--- src/rtl/biphaseEncPkg.sv ---
package biphaseEncPkg;
  // Which part of the frame the current half-bit belongs to
  typedef enum logic [1:0] {
    SEG_LEAD  = 2'd0,
    SEG_TRAIL = 2'd1,
    SEG_DATA  = 2'd2,
    SEG_PAR   = 2'd3
  } segT;

  // Destination of the encoded stream, latched per frame
  typedef enum logic [2:0] {
    DST_NONE   = 3'd0,
    DST_LINE_A = 3'd1,
    DST_LINE_B = 3'd2,
    DST_LOOP_A = 3'd3,
    DST_LOOP_B = 3'd4
  } dstT;

  // Strobes from the sequencer to the datapath
  typedef struct packed {
    logic launch;      // load shifter from holding register, latch route
    logic shift;       // advance to next data bit
    logic live;        // a frame is on the wire
    logic secondHalf;  // second half of a bit cell
    segT  seg;
  } strobeT;
endpackage

--- src/rtl/biphaseEncCtrl.sv ---
module biphaseEncCtrl
  import biphaseEncPkg::*;
#(
  parameter int DATA_W      = 16,
  parameter int HALF_CLKS   = 6,
  parameter int SYNC_HALVES = 3
) (
  input  logic   clk,
  input  logic   rstN,
  input  logic   holdFull,
  output strobeT stb,
  output logic   busy,
  output logic   done
);
  localparam int TOTAL_HALVES = 2 * SYNC_HALVES + 2 * (DATA_W + 1);
  localparam int HALF_W       = $clog2(TOTAL_HALVES);
  localparam int CNT_W        = (HALF_CLKS > 1) ? $clog2(HALF_CLKS) : 1;
  localparam int DATA_BASE    = 2 * SYNC_HALVES;
  localparam int PAR_BASE     = DATA_BASE + 2 * DATA_W;

  logic              active;
  logic [CNT_W-1:0]  clkCnt;
  logic [HALF_W-1:0] halfIdx;
  logic [HALF_W-1:0] relIdx;
  logic              halfEnd;
  logic              frameEnd;
  logic              launch;
  segT               seg;

  assign halfEnd  = active && (clkCnt == CNT_W'(HALF_CLKS - 1));
  assign frameEnd = halfEnd && (halfIdx == HALF_W'(TOTAL_HALVES - 1));
  assign launch   = holdFull && (!active || frameEnd);
  assign relIdx   = halfIdx - HALF_W'(DATA_BASE);

  always_comb begin
    if (halfIdx < HALF_W'(SYNC_HALVES))    seg = SEG_LEAD;
    else if (halfIdx < HALF_W'(DATA_BASE)) seg = SEG_TRAIL;
    else if (halfIdx < HALF_W'(PAR_BASE))  seg = SEG_DATA;
    else                                   seg = SEG_PAR;
  end

  always_comb begin
    stb.launch     = launch;
    stb.live       = active;
    stb.seg        = seg;
    stb.secondHalf = relIdx[0];
    stb.shift      = halfEnd && (seg == SEG_DATA) && relIdx[0];
  end

  always_ff @(posedge clk) begin
    if (!rstN) begin
      active  <= 1'b0;
      clkCnt  <= '0;
      halfIdx <= '0;
      done    <= 1'b0;
    end else begin
      done <= frameEnd;
      if (launch) begin
        active  <= 1'b1;
        clkCnt  <= '0;
        halfIdx <= '0;
      end else if (frameEnd) begin
        active  <= 1'b0;
        clkCnt  <= '0;
        halfIdx <= '0;
      end else if (active) begin
        if (halfEnd) begin
          clkCnt  <= '0;
          halfIdx <= halfIdx + HALF_W'(1);
        end else begin
          clkCnt <= clkCnt + CNT_W'(1);
        end
      end
    end
  end

  assign busy = active;


  half_index_range_chk: assert property (@(posedge clk) disable iff (!rstN)
    active |-> (halfIdx < HALF_W'(TOTAL_HALVES)));


  done_single_chk: assert property (@(posedge clk) disable iff (!rstN)
    done |=> !done);


  busy_fall_done_chk: assert property (@(posedge clk) disable iff (!rstN)
    $fell(busy) |-> done);
endmodule

--- src/rtl/biphaseEncPath.sv ---
module biphaseEncPath
  import biphaseEncPkg::*;
#(
  parameter int DATA_W = 16
) (
  input  logic              clk,
  input  logic              rstN,
  input  logic [DATA_W-1:0] wordIn,
  input  logic              syncIsCmd,
  input  logic              start,
  input  logic              selfTest,
  input  logic              testSelA,
  input  logic              chanAEn,
  input  logic              chanBEn,
  input  strobeT            stb,
  output logic              holdFull,
  output logic              txAPos,
  output logic              txANeg,
  output logic              txBPos,
  output logic              txBNeg,
  output logic              loopA,
  output logic              loopB
);
  logic [DATA_W-1:0] holdWord;
  logic              holdSync;
  logic [DATA_W-1:0] shiftReg;
  logic              parBit;
  logic              frameSync;
  dstT               route;
  dstT               nextRoute;
  logic              accept;
  logic              bitVal;
  logic              lineBit;

  assign accept = start && !holdFull;

  always_comb begin
    if (selfTest)     nextRoute = testSelA ? DST_LOOP_A : DST_LOOP_B;
    else if (chanAEn) nextRoute = DST_LINE_A;
    else if (chanBEn) nextRoute = DST_LINE_B;
    else              nextRoute = DST_NONE;
  end

  always_ff @(posedge clk) begin
    if (!rstN) begin
      holdFull  <= 1'b0;
      holdWord  <= '0;
      holdSync  <= 1'b0;
      shiftReg  <= '0;
      parBit    <= 1'b0;
      frameSync <= 1'b0;
      route     <= DST_NONE;
    end else begin
      if (accept) begin
        holdFull <= 1'b1;
        holdWord <= wordIn;
        holdSync <= syncIsCmd;
      end else if (stb.launch) begin
        holdFull <= 1'b0;
      end
      if (stb.launch) begin
        shiftReg  <= holdWord;
        parBit    <= ~^holdWord;
        frameSync <= holdSync;
        route     <= nextRoute;
      end else if (stb.shift) begin
        shiftReg <= {shiftReg[DATA_W-2:0], 1'b0};
      end
    end
  end

  assign bitVal = (stb.seg == SEG_PAR) ? parBit : shiftReg[DATA_W-1];

  always_comb begin
    case (stb.seg)
      SEG_LEAD:  lineBit = frameSync;
      SEG_TRAIL: lineBit = ~frameSync;
      default:   lineBit = stb.secondHalf ? ~bitVal : bitVal;
    endcase
  end

  assign txAPos = stb.live && (route == DST_LINE_A) && lineBit;
  assign txANeg = stb.live && (route == DST_LINE_A) && !lineBit;
  assign txBPos = stb.live && (route == DST_LINE_B) && lineBit;
  assign txBNeg = stb.live && (route == DST_LINE_B) && !lineBit;
  assign loopA  = stb.live && (route == DST_LOOP_A) && lineBit;
  assign loopB  = stb.live && (route == DST_LOOP_B) && lineBit;


  pair_exclusive_chk: assert property (@(posedge clk) disable iff (!rstN)
    !(txAPos && txANeg) && !(txBPos && txBNeg));


  idle_null_chk: assert property (@(posedge clk) disable iff (!rstN)
    !stb.live |-> !(txAPos || txANeg || txBPos || txBNeg || loopA || loopB));


  single_dest_chk: assert property (@(posedge clk) disable iff (!rstN)
    $onehot0({txAPos || txANeg, txBPos || txBNeg, loopA, loopB}));


  loop_quiet_lines_chk: assert property (@(posedge clk) disable iff (!rstN)
    (loopA || loopB) |-> !(txAPos || txANeg || txBPos || txBNeg));


  full_hold_kept_chk: assert property (@(posedge clk) disable iff (!rstN)
    (holdFull && start) |=> $stable(holdWord));
endmodule

--- src/rtl/biphaseEncoder.sv ---
module biphaseEncoder
  import biphaseEncPkg::*;
#(
  parameter int DATA_W      = 16,
  parameter int HALF_CLKS   = 6,
  parameter int SYNC_HALVES = 3
) (
  input  logic              clk,
  input  logic              rstN,
  input  logic [DATA_W-1:0] wordIn,
  input  logic              syncIsCmd,
  input  logic              start,
  input  logic              selfTest,
  input  logic              testSelA,
  input  logic              chanAEn,
  input  logic              chanBEn,
  output logic              txAPos,
  output logic              txANeg,
  output logic              txBPos,
  output logic              txBNeg,
  output logic              loopA,
  output logic              loopB,
  output logic              busy,
  output logic              done
);
  strobeT stb;
  logic   holdFull;

  biphaseEncCtrl #(
    .DATA_W(DATA_W), .HALF_CLKS(HALF_CLKS), .SYNC_HALVES(SYNC_HALVES)
  ) uCtrl (
    .clk(clk), .rstN(rstN), .holdFull(holdFull),
    .stb(stb), .busy(busy), .done(done)
  );

  biphaseEncPath #(.DATA_W(DATA_W)) uPath (
    .clk(clk), .rstN(rstN), .wordIn(wordIn), .syncIsCmd(syncIsCmd),
    .start(start), .selfTest(selfTest), .testSelA(testSelA),
    .chanAEn(chanAEn), .chanBEn(chanBEn), .stb(stb), .holdFull(holdFull),
    .txAPos(txAPos), .txANeg(txANeg), .txBPos(txBPos), .txBNeg(txBNeg),
    .loopA(loopA), .loopB(loopB)
  );
endmodule

--- config.mk ---
export PLATFORM = sky130hd
export DESIGN_NAME = biphaseEncoder
export DESIGN_NICKNAME = d
export VERILOG_FILES = /design/src/rtl/biphaseEncPkg.sv /design/src/rtl/biphaseEncCtrl.sv /design/src/rtl/biphaseEncPath.sv /design/src/rtl/biphaseEncoder.sv
export SDC_FILE = /design/constraint.sdc
export NUM_CORES = 1
export LEC_CHECK = 0
export ABC_AREA = 1
export CORE_MARGIN = 3
export CORE_UTILIZATION = 40
export DETAILED_ROUTE_END_ITERATION = 10
export GPL_TIMING_DRIVEN = 1
export PLACE_DENSITY = 0.57
export SYNTH_ARGS = -nofsm -noshare
export SYNTH_HDL_FRONTEND = slang
export SYNTH_SLANG_ARGS = --single-unit
--- constraint.sdc ---
create_clock -name clk -period 2.4 [get_ports clk]
set_clock_uncertainty 0.1 [all_clocks]
set_input_delay 0.48 -clock clk [delete_from_list [all_inputs] [get_ports clk]]
set_output_delay 0.48 -clock clk [all_outputs]
set_load 0.03 [all_outputs]
**Word level (Yosys, flattened, before mapping)**

Cells that the tools add are included.

- Flip-flop bits (word level): 50
- Latch bits: 0
- Memory bits (writable): 0
- Bits in read-only memories: 0
- Bits of input ports: 24
- Output and inout bits: 8
- Logic and storage cells: 73
- Memories: 0

- Add/sub/neg operators: 3
- Multipliers: 0
- Div/mod/pow operators: 0
- Order comparisons: 3
- Eq/ne operators: 9
- Shifts and indexed selects: 0
- Mux-type cells: 17
- Bitwise logic cells: 3
- Reductions and logical operators: 27

Operator list:

| cell | count |
|---|---|
| 16-bit 2-to-1 mux | 2 |
| 1-bit logical AND | 16 |
| 16-bit XNOR reduction | 1 |
| 3-bit 2-to-1 mux | 4 |
| 1-bit 2-to-1 mux | 7 |
| 6-bit by 1-bit adder with 6-bit output, second input constant | 1 |
| 3-bit by 2-bit == test with 1-bit output, second input constant | 2 |
| 3-bit == test, second input constant | 2 |
| 6-bit == test, second input constant | 1 |
| 6-bit by 2-bit less-than comparator with 1-bit output, second input constant | 1 |
| 6-bit by 3-bit less-than comparator with 1-bit output, second input constant | 1 |
| 6-bit less-than comparator, second input constant | 1 |
| 2-bit 2-to-1 mux | 3 |
| 2-bit nonzero test | 3 |
| 2-bit == test, second input constant | 2 |
| 3-bit by 1-bit adder with 3-bit output, second input constant | 1 |
| 3-bit by 1-bit == test with 1-bit output, second input constant | 1 |
| 1-bit zero test | 3 |
| 1-bit NOT | 3 |
| 3-bit OR reduction | 1 |
| 2-bit by 1-bit == test with 1-bit output, second input constant | 1 |
| 2-bit zero test | 1 |
| 1-bit one-hot mux with 2 select lines | 1 |
| 2-bit AND reduction | 1 |
| 2 further kinds | 2 |

**Longest topological paths before layout**

Gate-level depths: netlist of run 1.

- Depth after elaboration: 11
- Mapped depth: 12
- Mapped depth without buffers: 11

**Modules after synthesis**

From an unflattened synthesis of run 1, not the netlist that was laid out.

- Cells, all modules: 379
- Area, all modules: 2562.5 sq um

Modules (own cells, without submodules):

| module | times used | cells each | area an instance (sq um) | seq. area each (sq um) |
|---|---|---|---|---|
| biphaseEncPath | 1 | 295 | 1934.4 | 780.7 |
| biphaseEncCtrl | 1 | 84 | 628.1 | 220.2 |

**Worst setup path before layout of run 1**

OpenSTA, ideal clock, no wires.

- Kind: reg2out
- Start: register uCtrl.active (netlist: uCtrl.busy)
- End: output txANeg
- Arrival time: 1446 ps
- Required time: 1820 ps
- Path slack: 374 ps
- Cell stages (with the launch flop): 4
- Path buffers: 1
- Path through: dfxtp_1 -> clkbuf_1 -> nand4_1 -> nor2_1

- Word-level cells in the longest chain between the ends: 2

RTL lines:

| item | RTL line | text |
|---|---|---|
| from (decl) | biphaseEncCtrl.sv:21 | `logic active;` |
| from (signal assigned) | biphaseEncCtrl.sv:52 | `active <= 1'b0;` |
| from (signal assigned) | biphaseEncCtrl.sv:59 | `active <= 1'b1;` |
| from (signal assigned) | biphaseEncCtrl.sv:63 | `active <= 1'b0;` |
| 1-bit logical AND (2 in series) | biphaseEncPath.sv:83 | `assign txANeg = stb.live && (route == DST_LINE_A) && !lineBit;` |
| to (decl) | biphaseEncoder.sv:18 | `output logic txANeg,` |

No other way between the ends.

**Worst setup path after layout of run 1**

- Start: register uCtrl.halfIdx[1]
- End: output loopB

- Word-level cells in the longest chain between the ends: 10
- Elaborated cells between the ends (all ways): 14
- Those cells by class: order compare: 3; eq/ne: 2; mux: 6; bitwise: 1; reduce/logical: 2

RTL lines:

| item | RTL line | text |
|---|---|---|
| from (decl) | biphaseEncCtrl.sv:23 | `logic [HALF_W-1:0] halfIdx;` |
| from (signal assigned) | biphaseEncCtrl.sv:69 | `halfIdx <= halfIdx + HALF_W'(1);` |
| 6-bit less-than comparator | biphaseEncCtrl.sv:38 | `else if (halfIdx < HALF_W'(PAR_BASE)) seg = SEG_DATA;` |
| 1-bit 2-to-1 mux | biphaseEncCtrl.sv:38 |  |
| 2-bit 2-to-1 mux | biphaseEncCtrl.sv:37 | `else if (halfIdx < HALF_W'(DATA_BASE)) seg = SEG_TRAIL;` |
| 2-bit 2-to-1 mux (*) | biphaseEncCtrl.sv:36 | `if (halfIdx < HALF_W'(SYNC_HALVES)) seg = SEG_LEAD;` |
| 2-bit == test | biphaseEncPath.sv:72 | `assign bitVal = (stb.seg == SEG_PAR) ? parBit : shiftReg[DATA_W-1];` |
| 1-bit 2-to-1 mux | biphaseEncPath.sv:72 |  |
| 1-bit NOT | biphaseEncPath.sv:78 | `default: lineBit = stb.secondHalf ? ~bitVal : bitVal;` |
| 1-bit 2-to-1 mux | biphaseEncPath.sv:78 |  |
| 1-bit one-hot mux with 2 select lines (*) | biphaseEncPath.sv:75 | `case (stb.seg)` |
| 1-bit logical AND (*) | biphaseEncPath.sv:87 | `assign loopB = stb.live && (route == DST_LOOP_B) && lineBit;` |
| to (decl) | biphaseEncoder.sv:22 | `output logic loopB,` |

Mark *: on every way between the ends. The rest lies on a longest branch, timed or not.

==> results.yml, run 1 <==
placement:
  portBuffers: 31
  dp_cells: 499
  routabilityCongestion: 0.730
  post-dp-hpwl_microns: 3950
  pre_cts_slack_ps: 271
detailed_routing:
  drc_errors: 0
  wl_microns: 5370
  post_drt_wl_per_cell_microns: 10.6
  drtAntennaViolNets: 0
  firstDrtPassIters: 4
  routed_via_density: 4.71
  vias: 2389
  drtIter0Drc: 96
synthesis:
  synth_top_family_by_area: "simple AND/OR/NAND/NOR gates"
  synth_area_leaders: "dfxtp_1 39%, nand2_1 19%, o21ai_0 9.4%, inv_1 7.5%, nor2_1 6.8%"
  ys_types: 26
  yosysTopAreaCellShare_pct: 39.1
  synthAdderAreaFrac_pct: 1.47
  synth_top_cells_by_count: "127 x nand2_1, 51 x inv_1, 50 x dfxtp_1, 48 x o21ai_0, 46 x nor2_1"
  synth_xor_area_share_pct: 1.71
  syn-cell-area_sq_mm: 0.00256
  synth.most_common_cell: "nand2_1"
  ys.flop_type: "dfxtp_1"
  yosysSeqAreaShare_pct: 39.1
  yosys.area_share.simple_pct: 31.4
  synth_edf_count: 0
  synth_compound_area_share_pct: 15.8
  synth.mux.area_fraction_pct: 0.440
  syn-num-nets: 426
  ys_ff_latch: 50
  yosysTopAreaCell: "dfxtp_1"
  syn_inst: 399
  synthArstFlopShare_pct: 0
  yosys_warnings: 0
  avgSynthCellArea_sq_um: 6.41
setup_path:
  reg2reg_to: "uPath.shiftReg[8]"
  r2r_slack_ps: 330
  crit_top_cell: "nand2_1"
  critical_path_buf_inv_count: 2
  critPathTopFamily: "simple AND/OR/NAND/NOR gates"
  crit_chain: "nand2_1, nand2_1, nand2_2, nand2_1, o21ai_0, nand2_1, nand3_1, nand2_2, inv_2, nor2_1, buf_4"
  path_max_fanout: 4
  endpoint_kind: "output pin"
  max_stage_delay_ps: 360
  critPathSlowestCell: "dfxtp_1"
  reg2reg_depth: 11
  arrival_ps: 1660
  critPathLaunchType: "register"
  path_depth: 11
  crit_type: "register to output pin"
  cp.required_ps: 1820
  worstReg2RegStart: "uCtrl.clkCnt[0]"
global_routing:
  met1_usage_pct: 20.6
  use_met3_pct: 3.36
  gr-total-overflow: 0
  grt_pass1_vias: 2079
  use_met2_pct: 24.2
  grt_usage_pct: 15.3
  grt_antenna_before_repair: 0
  grt_max_degree: 30
  busiest_layer: "met2"
  grt_pass1_wl_microns: 9240
pwr:
  seqPwrFrac_pct: 53.2
  switchingPower_uw: 516
  p_leak_uw: 0.00144
  power_uw: 1750
  p_int_uw: 1230
  power_density_mw_per_mm2: 575
  clkPwrFrac_pct: 26.7
  ir_drop_v: 0.000292
  p_comb_share_pct: 20.1
  netSwitchingFraction_pct: 29.5
timing:
  fin_hold_ws_ps: 386
  period_share_pct: 93.3
  setup_violations: 0
  timing.final.crit_period_ps: 2240
  worstMarginPinSlew_ps: 723
  timing.final.ws_setup_ps: 161
  max_clock_freq_mhz: 447
  tns_ps: 0
  finalHoldViolCount: 0
  slew_headroom_pct: 51.8
  drv_slew: 0
clocking:
  clock_sinks: 50
  clk_latency_ps: 300
  clkTransAtPathRegs_ps: 80
  cts_tree: "yes"
  cts_root_buffer: "clkbuf_8"
  cts_hold_buffers: 0
  numCtsBuffers: 5
  cts_buffer_depth: 2
  h-tree-depth: 2
final_layout:
  n_antenna_cell: 0
  nNetsFinal: 459
  regArea_sq_mm: 0.00101
  final_cells: 507
  drive_gt1_share_pct: 8.80
  fillers: 645
  area_growth_pct: 18.9
  multi_input_area_sq_mm: 0.00131
floorplan:
  io-pin-count: 32
  start_util_pct: 42.2
  placementRows: 28
  dieHeight_microns: 86.0
  dieArea_sq_mm: 0.00739
  fp.coreArea_sq_mm: 0.00606
  die_width_microns: 86.0
outcome:
  status: "complete, no violations"
worst_hold_path:
  holdPathStages: 2
  hp-start: "uPath.shiftReg[0]"
  hold_class: "register to register"
  worstHoldEndpoint: "uPath.shiftReg[0]"
flow_run:
  maxCapViolations: 0
## worst reg2reg max path, stage by stage, from the launching register on
cell and delay [ps]:
dfxtp_1 380, ha_1 220, nand3_2 180, nor2_4 160, nand3_2 130, nand2_1 110
nand2_1 190, buf_4 240, o21ai_0 90, nand2_1 70, inv_1 60, nor2_1 40
## state kept, by name, summed over array words and instances (netlist names)
name and count:
uCtrl.busy 1, uCtrl.clkCnt 3, uCtrl.done 1, uCtrl.halfIdx 6, uPath.frameSync 1, uPath.holdFull 1, uPath.holdSync 1, uPath.holdWord 16
uPath.parBit 1, uPath.route 3, uPath.shiftReg 16
## final cells by class
| cell class | instances | area share [%] |
|---|---|---|
| Tap cell | 75 | 3.09 |
| Timing Repair Buffer | 40 | 11.9 |
| Inverter | 51 | 6.29 |
| Multi-Input combinational cell | 284 | 43.1 |
| Sequential cell | 50 | 33.1 |
| Clock buffer | 7 | 2.51 |
## placed cells by master (no fill, tap or decap)
cell / netlist / layout
a21oi_1: 23 / 23
nor3b_1: 1 / 1
buf_4: 3 / 15
o22ai_1: 1 / 1
nand4_1: 5 / 5
o211ai_1: 1 / 1
dfxtp_1: 50 / 46
clkdlybuf4s50_1: 0 / 25
dfxtp_2: 0 / 4
nand2_1: 127 / 125
ha_1: 3 / 3
mux2_2: 1 / 1
inv_1: 51 / 50
inv_2: 0 / 1
nand3_1: 7 / 7
o21ai_1: 5 / 5
nand2_2: 1 / 3
nor2_1: 46 / 45
or2_2: 1 / 1
clkbuf_8: 0 / 5
clkbuf_1: 9 / 2
xor2_1: 3 / 3
nand3_2: 4 / 4
o21ai_0: 48 / 48
nor2_4: 1 / 2
a21oi_2: 1 / 1
nor2_2: 1 / 1
xnor2_1: 2 / 2
nor3_1: 2 / 2
## metrics by stage
step	cell area, sq um	utilization [%]
finish	3040	50.2
global route	3040	50.2
CTS	3020	49.8
detailed placement	2940	48.5
global placement	2940	48.5
floorplan	2560	-
## cell families after synthesis
kind of cell             count (synthesis)
AO/OA/AOI/OAI                           79
multiplexers                             1
buffers and inverters                   65
adder cells (fa/ha/maj)                  3
flip-flops                              50
XOR/XNOR                                 5
AND/OR/NAND/NOR                        196
## power by group through the flow
| stage | Clock (uW) | Combinational (uW) | Sequential [uW] |
|---|---|---|---|
| 3_3_place_gp | 0 | 348 | 950 |
| 2_1_floorplan | 0 | 251 | 943 |
| 3_5_place_dp | 0 | 352 | 950 |
| 5_1_grt | 522 | 408 | 941 |
| 4_1_cts | 492 | 354 | 931 |
| 6_report | 468 | 351 | 931 |
## how the worst max path moves through the flow
| stage | end | start | slack, ps |
|---|---|---|---|
| 2_1_floorplan | txANeg | uCtrl.busy | 370 |
| 3_3_place_gp | uPath.holdWord[0] | start | 310 |
| 3_5_place_dp | uPath.holdWord[2] | start | 270 |
| 4_1_cts | loopB | uCtrl.halfIdx[3] | 20 |
| 5_1_grt | txAPos | uCtrl.halfIdx[1] | -10 |
| 6_report | loopB | uCtrl.halfIdx[1] | 160 |
## timing repair
action	in CTS	in global routing
setup endpoints to repair	0	6
setup buffers	0	1
gates resized for setup	0	9
## per-layer routing
layer	vias to the layer above	part of all wire, %
met5	-	0
met4	0	1.2
met3	5	4.8
met2	48	43
met1	1023	51
li1	1313	-
Note: power is estimated with default switching activity, not from simulation.
==> inputs of run 2 (changes only) <==
--- a/config.mk
+++ b/config.mk
@@ -11,6 +11,7 @@
 export DETAILED_ROUTE_END_ITERATION = 10
 export GPL_TIMING_DRIVEN = 1
 export PLACE_DENSITY = 0.57
+export SETUP_SLACK_MARGIN = 0.05
 export SYNTH_ARGS = -nofsm -noshare
 export SYNTH_HDL_FRONTEND = slang
 export SYNTH_SLANG_ARGS = --single-unit
==> constraint.sdc (replaced) <==
create_clock -name clk -period 2.4 [get_ports clk]
set_clock_uncertainty 0.1 [all_clocks]
set_input_delay 0.48 -clock clk [delete_from_list [all_inputs] [get_ports clk]]
set_output_delay 0.48 -clock clk [all_outputs]
set_load 0.005 [all_outputs]
==> results.yml, run 2 (synthesis gave the netlist of run 1 again) <==
timing:
  finalHoldViolCount: 0
  rsz0062_at_grt: "true"
  slew_headroom_pct: 57.6
  tns_ps: 0
  setup_violations: 0
  max_clock_freq_mhz: 443
  worstMarginPinSlew_ps: 635
  fin_hold_ws_ps: 388
  period_share_pct: 94.0
  timing.final.crit_period_ps: 2260
  drv_slew: 0
floorplan:
  placementRows: 28
  fp.coreArea_sq_mm: 0.00606
  start_util_pct: 42.2
  die_width_microns: 86.0
  io-pin-count: 32
  dieArea_sq_mm: 0.00739
  dieHeight_microns: 86.0
worst_hold_path:
  hold_class: "register to register"
  holdPathStages: 2
setup_path:
  crit_top_cell: "nor2_1"
  critPathTopFamily: "simple AND/OR/NAND/NOR gates"
  endpoint_kind: "output pin"
  critPathSlowestCell: "dfxtp_2"
  path_depth: 9
  max_stage_delay_ps: 340
  crit_chain: "ha_1, nor2_1, nand2_1, a21oi_2, o21ai_1, nand2_2, inv_2, nor2_1, dlygate4sd2_1"
  reg2reg_depth: 7
  critPathLaunchType: "register"
  path_max_fanout: 4
  r2r_slack_ps: 370
  crit_type: "register to output pin"
  cp.required_ps: 1820
  arrival_ps: 1680
  critical_path_buf_inv_count: 2
detailed_routing:
  wl_met2_microns: 2490
  firstDrtPassIters: 4
  met3_length_microns: 222
  top_layer_used: "met4"
  routed_via_density: 4.71
  drtIter0Drc: 74
  wl_microns: 5380
  met1_length_microns: 2620
  vias: 2396
  post_drt_wl_per_cell_microns: 10.6
  drtAntennaViolNets: 0
  drc_errors: 0
final_layout:
  fin_util_pct: 51.7
  fillers: 623
  n_antenna_cell: 0
  final_cells: 509
  nNetsFinal: 460
  mostFrequentLayoutCells: "125 x nand2_1, 50 x inv_1, 46 x o21ai_0, 46 x dfxtp_1, 45 x nor2_1"
  area_growth_pct: 22.4
  layout_commonest_cell: "nand2_1"
  drive_gt1_share_pct: 9.45
  regArea_sq_mm: 0.00101
  top_regs: "uPath.holdWord: 16 flops, uPath.shiftReg: 16 flops, uCtrl.halfIdx: 6 flops"
  fin_area_sq_mm: 0.00313
  multi_input_area_sq_mm: 0.00132
clocking:
  h-tree-depth: 2
  cts_buffer_depth: 2
  cts_hold_buffers: 0
  clkTransAtPathRegs_ps: 90
  clock_sinks: 50
  clk_latency_ps: 300
  numCtsBuffers: 5
  cts_tree: "yes"
  cts_root_buffer: "clkbuf_8"
global_routing:
  grt_antenna_before_repair: 0
  gr-total-overflow: 0
  grt_usage_pct: 15.5
  grt_pass1_wl_microns: 9320
  grt_max_degree: 30
  grt_pass1_vias: 2138
placement:
  routabilityCongestion: 0.786
  post-dp-hpwl_microns: 3950
  post_dp_cell_area_sq_mm: 0.00296
  dp_cells: 499
  portBuffers: 31
pwr:
  p_leak_uw: 0.00152
  power_density_mw_per_mm2: 639
  ir_drop_v: 0.000291
outcome:
  status: "complete, no violations"
flow_run:
  maxCapViolations: 0
## run 2: worst reg2reg max path: stages (launching register included)
cell and delay (ps):
dfxtp_1 370, ha_1 220, nand3_2 170, nor2_1 200, nand3_2 320, nand2_2 350, o21ai_0 120, nor2_1 110
## run 2: path summary, 6_finish.rpt
kind,from,end
max,uCtrl.halfIdx[0],txBPos
min,uCtrl.halfIdx[1],uCtrl.halfIdx[1]
max reg2reg,uCtrl.clkCnt[0],uPath.shiftReg[1]
min reg2reg,uCtrl.halfIdx[1],uCtrl.halfIdx[1]
## run 2: layout make-up
class	count	area share, %
inverters	51	6.12
clock inverters	2	1.92
clock buffers	6	2.64
multi-input cells	284	42.2
repair buffers	41	12.0
flip-flops and latches	50	32.2
well taps	75	3.00
## run 2: power breakdown
part | switching [uW] | leakage [uW] | internal (uW)
combinational | 200 | 0.00103 | 143
clock | 281 | 0.0000714 | 444
sequential | 45.1 | 0.000413 | 888
total | 527 | 0.00152 | 1470
## run 2: what timing repair did
action | 4_1_cts | 5_1_grt
endpoints found under the hold margin | 0 | 0
pin swaps | 2 | 2
setup buffers | 1 | 1
endpoints found under the setup margin | 6 | 6
resized for setup | 11 | 15
## run 2: stage by stage
| stage | worst slack (ps) | power [uW] |
|---|---|---|
| 2_1_floorplan | 680 | 1190 |
| 3_3_place_gp | 158 | 1290 |
| 3_5_place_dp | 92.8 | 1300 |
| 4_1_cts | -89.0 | 2020 |
| 5_1_grt | -4.45 | 2120 |
| 6_report | 144 | 2000 |
## run 2: layer usage
layer | up-vias | track usage (%)
met3 | 5 | 3.36
li1 | 1318 | -
met1 | 1035 | 19.6
met2 | 38 | 26.1
met5 | - | 0
met4 | 0 | 4.75
